==> config.mk <==
export PLATFORM = sky130hd
export DESIGN_NAME = smr_firewall
export DESIGN_NICKNAME = d
export VERILOG_FILES = /design/src/rtl/smr_fw_pkg.sv /design/src/rtl/smr_fw_regbank.sv /design/src/rtl/smr_fw_rgn_match.sv /design/src/rtl/smr_firewall.sv
export SDC_FILE = /design/constraint.sdc
export NUM_CORES = 1
export LEC_CHECK = 0
export ABC_AREA = 1
export BUFFER_PORTS_ARGS = -buffer_cell sky130_fd_sc_hd__buf_2
export CORE_UTILIZATION = 50
export CTS_CLUSTER_SIZE = 25
export DETAILED_ROUTE_END_ITERATION = 8
export PLACE_DENSITY_LB_ADDON = 0.1
export SLEW_MARGIN = 20
export SYNTH_ARGS = -nofsm -noshare
export SYNTH_HDL_FRONTEND = slang
export SYNTH_SLANG_ARGS = --single-unit
==> constraint.sdc <==
create_clock -name clk -period 9.85 [get_ports clk]
set_input_delay 2.4625 -clock clk [delete_from_list [all_inputs] [get_ports clk]]
set_output_delay 2.4625 -clock clk [all_outputs]
set_load 0.02 [all_outputs]
==> src/rtl/smr_fw_pkg.sv <==
package smr_fw_pkg;
    localparam int NREG      = 4;
    localparam int IDX_W     = $clog2(NREG);
    localparam int ADDR_W    = 28;
    localparam int PAGE_W    = 12;
    localparam int FLD_W     = ADDR_W - PAGE_W;
    localparam int DATA_W    = 32;
    localparam int LANES     = DATA_W / 8;
    localparam int CFG_AW    = 8;
    localparam int STRIDE_SH = 4;
    localparam int STRIDE    = 1 << STRIDE_SH;

    localparam logic [CFG_AW-1:0] OFS_ENSET = 8'h00;
    localparam logic [CFG_AW-1:0] OFS_ENCLR = 8'h04;
    localparam logic [CFG_AW-1:0] OFS_RGN0  = 8'h10;

    typedef enum logic [1:0] {
        SUB_LO  = 2'd0,
        SUB_HI  = 2'd1,
        SUB_POL = 2'd2,
        SUB_NONE = 2'd3
    } sub_e;

    typedef struct packed {
        logic             hit_set;
        logic             hit_clr;
        logic             hit_rgn;
        logic [IDX_W-1:0] idx;
        sub_e             sub;
    } cfg_dec_t;

    typedef struct packed {
        logic             en;
        logic             sec_only;
        logic [FLD_W-1:0] lo;
        logic [FLD_W-1:0] hi;
    } rgn_cfg_t;

    function automatic cfg_dec_t cfg_decode(input logic [CFG_AW-1:0] a);
        cfg_dec_t          d;
        logic [CFG_AW-1:0] off;
        d     = '0;
        d.sub = SUB_NONE;
        off   = a - OFS_RGN0;
        if (a == OFS_ENSET) begin
            d.hit_set = 1'b1;
        end else if (a == OFS_ENCLR) begin
            d.hit_clr = 1'b1;
        end else if (a >= OFS_RGN0 && int'(a) < int'(OFS_RGN0) + NREG * STRIDE
                     && a[1:0] == 2'b00) begin
            d.idx     = off[STRIDE_SH +: IDX_W];
            d.sub     = sub_e'(off[3:2]);
            d.hit_rgn = (d.sub != SUB_NONE);
        end
        return d;
    endfunction

    function automatic logic [DATA_W-1:0] page_image(input logic [FLD_W-1:0] fld,
                                                      input logic fill);
        logic [DATA_W-1:0] r;
        r                    = '0;
        r[ADDR_W-1:PAGE_W]   = fld;
        r[PAGE_W-1:0]        = {PAGE_W{fill}};
        return r;
    endfunction

    function automatic logic [DATA_W-1:0] lane_merge(input logic [DATA_W-1:0] old_v,
                                                      input logic [DATA_W-1:0] new_v,
                                                      input logic [LANES-1:0]  strb);
        logic [DATA_W-1:0] r;
        r = old_v;
        for (int l = 0; l < LANES; l++) begin
            if (strb[l]) r[8*l +: 8] = new_v[8*l +: 8];
        end
        return r;
    endfunction
endpackage

==> src/rtl/smr_fw_regbank.sv <==
module smr_fw_regbank
    import smr_fw_pkg::*;
(
    input  logic                 clk,
    input  logic                 rst,
    input  logic                 we,
    input  logic [CFG_AW-1:0]    waddr,
    input  logic [DATA_W-1:0]    wdata,
    input  logic [LANES-1:0]     wstrb,
    output logic                 werr,
    input  logic [CFG_AW-1:0]    raddr,
    output logic [DATA_W-1:0]    rdata,
    output logic [NREG-1:0]      en_o,
    output rgn_cfg_t [NREG-1:0]  cfg_o
);
    logic [NREG-1:0]  en_q;
    logic [NREG-1:0]  pol_q;
    logic [FLD_W-1:0] lo_q [NREG];
    logic [FLD_W-1:0] hi_q [NREG];
    logic             werr_q;

    cfg_dec_t          wd, rd;
    logic [DATA_W-1:0] cur_img, new_img;
    logic              lane0_hit;

    assign wd = cfg_decode(waddr);
    assign rd = cfg_decode(raddr);
    assign lane0_hit = we && wd.hit_rgn && (wd.sub == SUB_LO || wd.sub == SUB_HI) && wstrb[0];

    always_comb begin
        cur_img = (wd.sub == SUB_HI) ? page_image(hi_q[wd.idx], 1'b1)
                                     : page_image(lo_q[wd.idx], 1'b0);
        new_img = lane_merge(cur_img, wdata, wstrb);
    end

    always_ff @(posedge clk) begin
        if (rst) begin
            en_q   <= '0;
            pol_q  <= '0;
            werr_q <= 1'b0;
            for (int i = 0; i < NREG; i++) begin
                lo_q[i] <= '0;
                hi_q[i] <= '0;
            end
        end else begin
            werr_q <= lane0_hit;
            if (we && wstrb[0] && wd.hit_set) begin
                en_q <= en_q | wdata[NREG-1:0];
            end else if (we && wstrb[0] && wd.hit_clr) begin
                en_q <= en_q & ~wdata[NREG-1:0];
            end
            if (we && wd.hit_rgn && !lane0_hit) begin
                case (wd.sub)
                    SUB_LO:  lo_q[wd.idx] <= new_img[ADDR_W-1:PAGE_W];
                    SUB_HI:  hi_q[wd.idx] <= new_img[ADDR_W-1:PAGE_W];
                    SUB_POL: if (wstrb[0]) pol_q[wd.idx] <= wdata[0];
                    default: ;
                endcase
            end
        end
    end

    always_comb begin
        rdata = '0;
        if (rd.hit_set || rd.hit_clr) begin
            rdata[NREG-1:0] = en_q;
        end else if (rd.hit_rgn) begin
            case (rd.sub)
                SUB_LO:  rdata = page_image(lo_q[rd.idx], 1'b0);
                SUB_HI:  rdata = page_image(hi_q[rd.idx], 1'b1);
                SUB_POL: rdata[0] = pol_q[rd.idx];
                default: ;
            endcase
        end
    end

    generate
        for (genvar g = 0; g < NREG; g++) begin : g_cfg
            assign cfg_o[g].en       = en_q[g];
            assign cfg_o[g].sec_only = pol_q[g];
            assign cfg_o[g].lo       = lo_q[g];
            assign cfg_o[g].hi       = hi_q[g];
        end
    endgenerate

    assign en_o = en_q;
    assign werr = werr_q;
endmodule

==> src/rtl/smr_fw_rgn_match.sv <==
module smr_fw_rgn_match
    import smr_fw_pkg::*;
(
    input  rgn_cfg_t         cfg,
    input  logic [FLD_W-1:0] page,
    output logic             block
);
    logic in_range;
    assign in_range = (page >= cfg.lo) && (page <= cfg.hi);
    assign block    = cfg.en && cfg.sec_only && in_range;
endmodule

==> src/rtl/smr_firewall.sv <==
module smr_firewall
    import smr_fw_pkg::*;
(
    input  logic              clk,
    input  logic              rst,
    input  logic              cfg_we,
    input  logic [CFG_AW-1:0] cfg_waddr,
    input  logic [DATA_W-1:0] cfg_wdata,
    input  logic [LANES-1:0]  cfg_wstrb,
    output logic              cfg_werr,
    input  logic [CFG_AW-1:0] cfg_raddr,
    output logic [DATA_W-1:0] cfg_rdata,
    input  logic              chk_valid,
    input  logic [ADDR_W-1:0] chk_addr,
    input  logic              chk_secure,
    output logic              chk_rsp_valid,
    output logic              chk_permit,
    output logic              chk_deny
);
    rgn_cfg_t [NREG-1:0] rcfg;
    logic [NREG-1:0]     en_vec;
    logic [NREG-1:0]     blk;
    logic                deny_now;
    logic                unused_low;
    logic                rv_q, permit_q, deny_q;

    assign unused_low = ^chk_addr[PAGE_W-1:0];

    smr_fw_regbank u_regs (
        .clk   (clk),
        .rst   (rst),
        .we    (cfg_we),
        .waddr (cfg_waddr),
        .wdata (cfg_wdata),
        .wstrb (cfg_wstrb),
        .werr  (cfg_werr),
        .raddr (cfg_raddr),
        .rdata (cfg_rdata),
        .en_o  (en_vec),
        .cfg_o (rcfg)
    );

    generate
        for (genvar g = 0; g < NREG; g++) begin : g_match
            smr_fw_rgn_match u_match (
                .cfg   (rcfg[g]),
                .page  (chk_addr[ADDR_W-1:PAGE_W]),
                .block (blk[g])
            );
        end
    endgenerate

    assign deny_now = !chk_secure && (|blk);

    always_ff @(posedge clk) begin
        if (rst) begin
            rv_q     <= 1'b0;
            permit_q <= 1'b0;
            deny_q   <= 1'b0;
        end else begin
            rv_q     <= chk_valid;
            permit_q <= chk_valid && !deny_now;
            deny_q   <= chk_valid && deny_now;
        end
    end

    assign chk_rsp_valid = rv_q;
    assign chk_permit    = permit_q;
    assign chk_deny      = deny_q;
endmodule

==> results.json <==
{
  "outcome": "complete, no violations",
  "crit_type": "input port to output port",
  "cts_tree": "done",
  "cp_slowest_cell": "ha_1",
  "drtAntennaViolNets": 0,
  "drt-initial-drc-count": 1084,
  "post-synth-top-count-cell": "nand2_1",
  "globalplace.congestion": 0.962,
  "ir_worst_vdd_v": 0.000105,
  "antenna_found_initial": 1,
  "grt_busiest_layer": "met2",
  "drt_wl_total_um": 38700,
  "synthTopCellsByCount": "314 x nand2_1, 213 x inv_1, 157 x nor2_1, 137 x ha_1, 128 x edfxtp_1",
  "dp_slack_ns": 1.77,
  "use_met1": 0.459,
  "synth.distinct_cells": 36,
  "dieArea_um2": 23700,
  "pin_count": 121,
  "ys.warnings.count": 0,
  "clk_pin_slew_ns": 0.06,
  "clockRootBuffer": "clkbuf_16",
  "p_per_area_nw_per_um2": 125,
  "die_w_um": 154,
  "holdBufCountCts": 0,
  "row_count": 55,
  "syn2layout_area_growth_pct": 11.2,
  "leakage_uw": 0.00610,
  "drc_errors": 0,
  "gr-usage-met3": 0.0524,
  "vias_per_cell": 5.74,
  "synth_top_area_share": 0.333,
  "crit_chain": "buf_2 > inv_1 > ha_1 > o211ai_1 > nor2_1 > nand2_1 > nor2_1 > ha_1 > inv_1 > nor2_1 > inv_1 > o21ai_0 > buf_2",
  "hold_viol_final": 0,
  "grt_max_degree": 66,
  "crit_arrival_ns": 5.65,
  "finalNetCount": 1803,
  "ys_seq_area_frac": 0.353,
  "drv_slew": 0,
  "setup_viol": 0,
  "die_h_um": 154,
  "grt_pass1_vias": 9862,
  "dpl.hpwl_um": 27400,
  "io_buffers": 92,
  "clockBufferDepth": 2,
  "skew_ns": 0.00943,
  "hp-class": "register to register",
  "rsz0062_at_grt": "false",
  "fin_crit_sh": 0.824,
  "synthFlopType": "edfxtp_1",
  "cts_buffers": 17,
  "grt-ovfl-total": 0,
  "cp_top_family": "adder cells",
  "r2r_start": "u_regs.hi_q[2][14]$_SDFFCE_PN0P_",
  "cpPeakStageDelay_ns": 0.95,
  "cts_resized": 0,
  "synth-edff-count": 128,
  "track_usage": 0.334,
  "reg2reg_slack_ns": 7.29,
  "syn_area_um2": 11600,
  "post_dp_cell_area_um2": 12300,
  "cts_sinks": 140,
  "vias": 10800,
  "worstMarginPinSlew_ns": 1.11,
  "stdcell_area_um2": 12900,
  "r2r.worst_path.cells": 12,
  "start_kind": "input port",
  "layout_min_cycle_time_ns": 8.11,
  "clock_latency_ns": 0.43,
  "synth_top_cell_by_area": "edfxtp_1",
  "ys_ff_latch": 140,
  "max_freq_mhz": 123,
  "cts_setup_buffers": 0,
  "start_util": 0.511,
  "critPathCaptureType": "output port",
  "htreeDepth": 4,
  "syn_inst": 1516,
  "reg2reg_to": "chk_permit$_SDFF_PP0_",
  "synth_area_leaders": "edfxtp_1 33%, ha_1 15%, nand2_1 10%, inv_1 6.9%, nand3_1 5.3%",
  "core_region_area_um2": 22600,
  "required_ns": 7.39,
  "min_path_cells": 2,
  "fin_tns_setup_ns": 0,
  "wl_per_cell_um": 20.6,
  "drive_above_1_share": 0.134,
  "grt_pass1_wl_um": 58100,
  "critPathMaxFanout": 18,
  "worst-path-buf-inv": 5,
  "cap_violations": 0,
  "setup_ws_ns": 1.74,
  "synth.avg_cell_area_um2": 7.62,
  "async_reset_ff_frac": 0,
  "relSlewSlack": 0.257,
  "use_met2": 0.526,
  "first_pass_iters": 6
}
==> final cells by class <==
type / count / area [um^2]
antenna: 1 / 2.50
clock buffer: 18 / 429
clock inverter: 13 / 165
fill: 2117 / 9790
inverter: 220 / 826
multi-input combinational: 1088 / 6360
sequential: 140 / 4080
tap: 285 / 357
timing repair buffer: 114 / 626
==> power by group <==
group          switching (uW)  internal (uW)  total, uW
clock network             280            399        679
registers                9.80            665        675
logic                     170           82.8        253
==> worst register-to-register path, cell delays in order, from the launching register on <==
cell	delay, ns
edfxtp_1	0.41
inv_1	0.08
ha_1	0.27
nand2_1	0.09
nor4_1	0.89
nand2_1	0.12
nand2_1	0.09
nand2_1	0.05
nand3_1	0.06
nand2_1	0.05
nor2_1	0.24
nor2_1	0.08
nor2_1	0.08
==> sequential cells by signal, summed over array words and instances, names as in the netlist, named ones only <==
register / flops
u_regs.hi_q: 64
u_regs.lo_q: 64
u_regs.pol_q: 4
chk_deny: 1
chk_permit: 1
chk_rsp_valid: 1
u_regs.werr: 1
==> placed cells by master, fill, tap and decap left out, drive strengths merged, types with 2 or more instances in the layout <==
| master | instances |
|---|---|
| nand2 | 317 |
| inv | 221 |
| nor2 | 163 |
| nand3 | 150 |
| ha | 137 |
| edfxtp | 128 |
| o21ai | 117 |
| a21oi | 114 |
| buf | 114 |
| o211ai | 34 |
| clkbuf | 18 |
| or2 | 15 |
| dfxtp | 12 |
| nor3 | 10 |
| nand4 | 10 |
| o21a | 7 |
| clkinv | 5 |
| conb | 4 |
| clkinvlp | 4 |
| o21bai | 3 |
| nor4 | 3 |
| bufinv | 3 |
| o221ai | 2 |
==> through the flow <==
stage | utilization | hold slack, ns | power (uW) | cells
final | 0.568 | 0.481 | 1610 | 1879
after global routing | 0.568 | 0.506 | 1660 | 1879
after CTS | 0.568 | 0.480 | 1600 | 1878
after detailed placement | 0.541 | 0.464 | 934 | 1847
after global placement | 0.541 | 0.469 | 928 | 1847
after floorplan | - | 0.439 | 844 | 1519
==> cells by family after synthesis <==
kind of cell,Yosys count,share of synthesized area
AND/OR/NAND/NOR,668,0.264
other,1,0.000324
flip-flops,140,0.353
AO/OA/AOI/OAI,279,0.132
buffers and inverters,291,0.103
adder cells (fa/ha/maj),137,0.148
==> how the worst max path moves through the flow <==
stage                              end         start  cells after the start
after floorplan           cfg_rdata[1]  cfg_raddr[4]                     12
after global placement    cfg_rdata[1]  cfg_raddr[4]                     13
after detailed placement  cfg_rdata[2]  cfg_raddr[4]                     13
after CTS                 cfg_rdata[2]  cfg_raddr[4]                     13
after global routing      cfg_rdata[2]  cfg_raddr[4]                     13
final                     cfg_rdata[1]  cfg_raddr[4]                     13
==> layer usage <==
metal / vias to the layer above / wire, um / share of wire
li1: 5191 / - / -
met5: - / 0 / 0
met3: 65 / 3930 / 0.10
met4: 0 / 1280 / 0.033
met2: 547 / 17100 / 0.44
met1: 4991 / 16300 / 0.42
No activity file was read; power rests on OpenSTA's default activity.
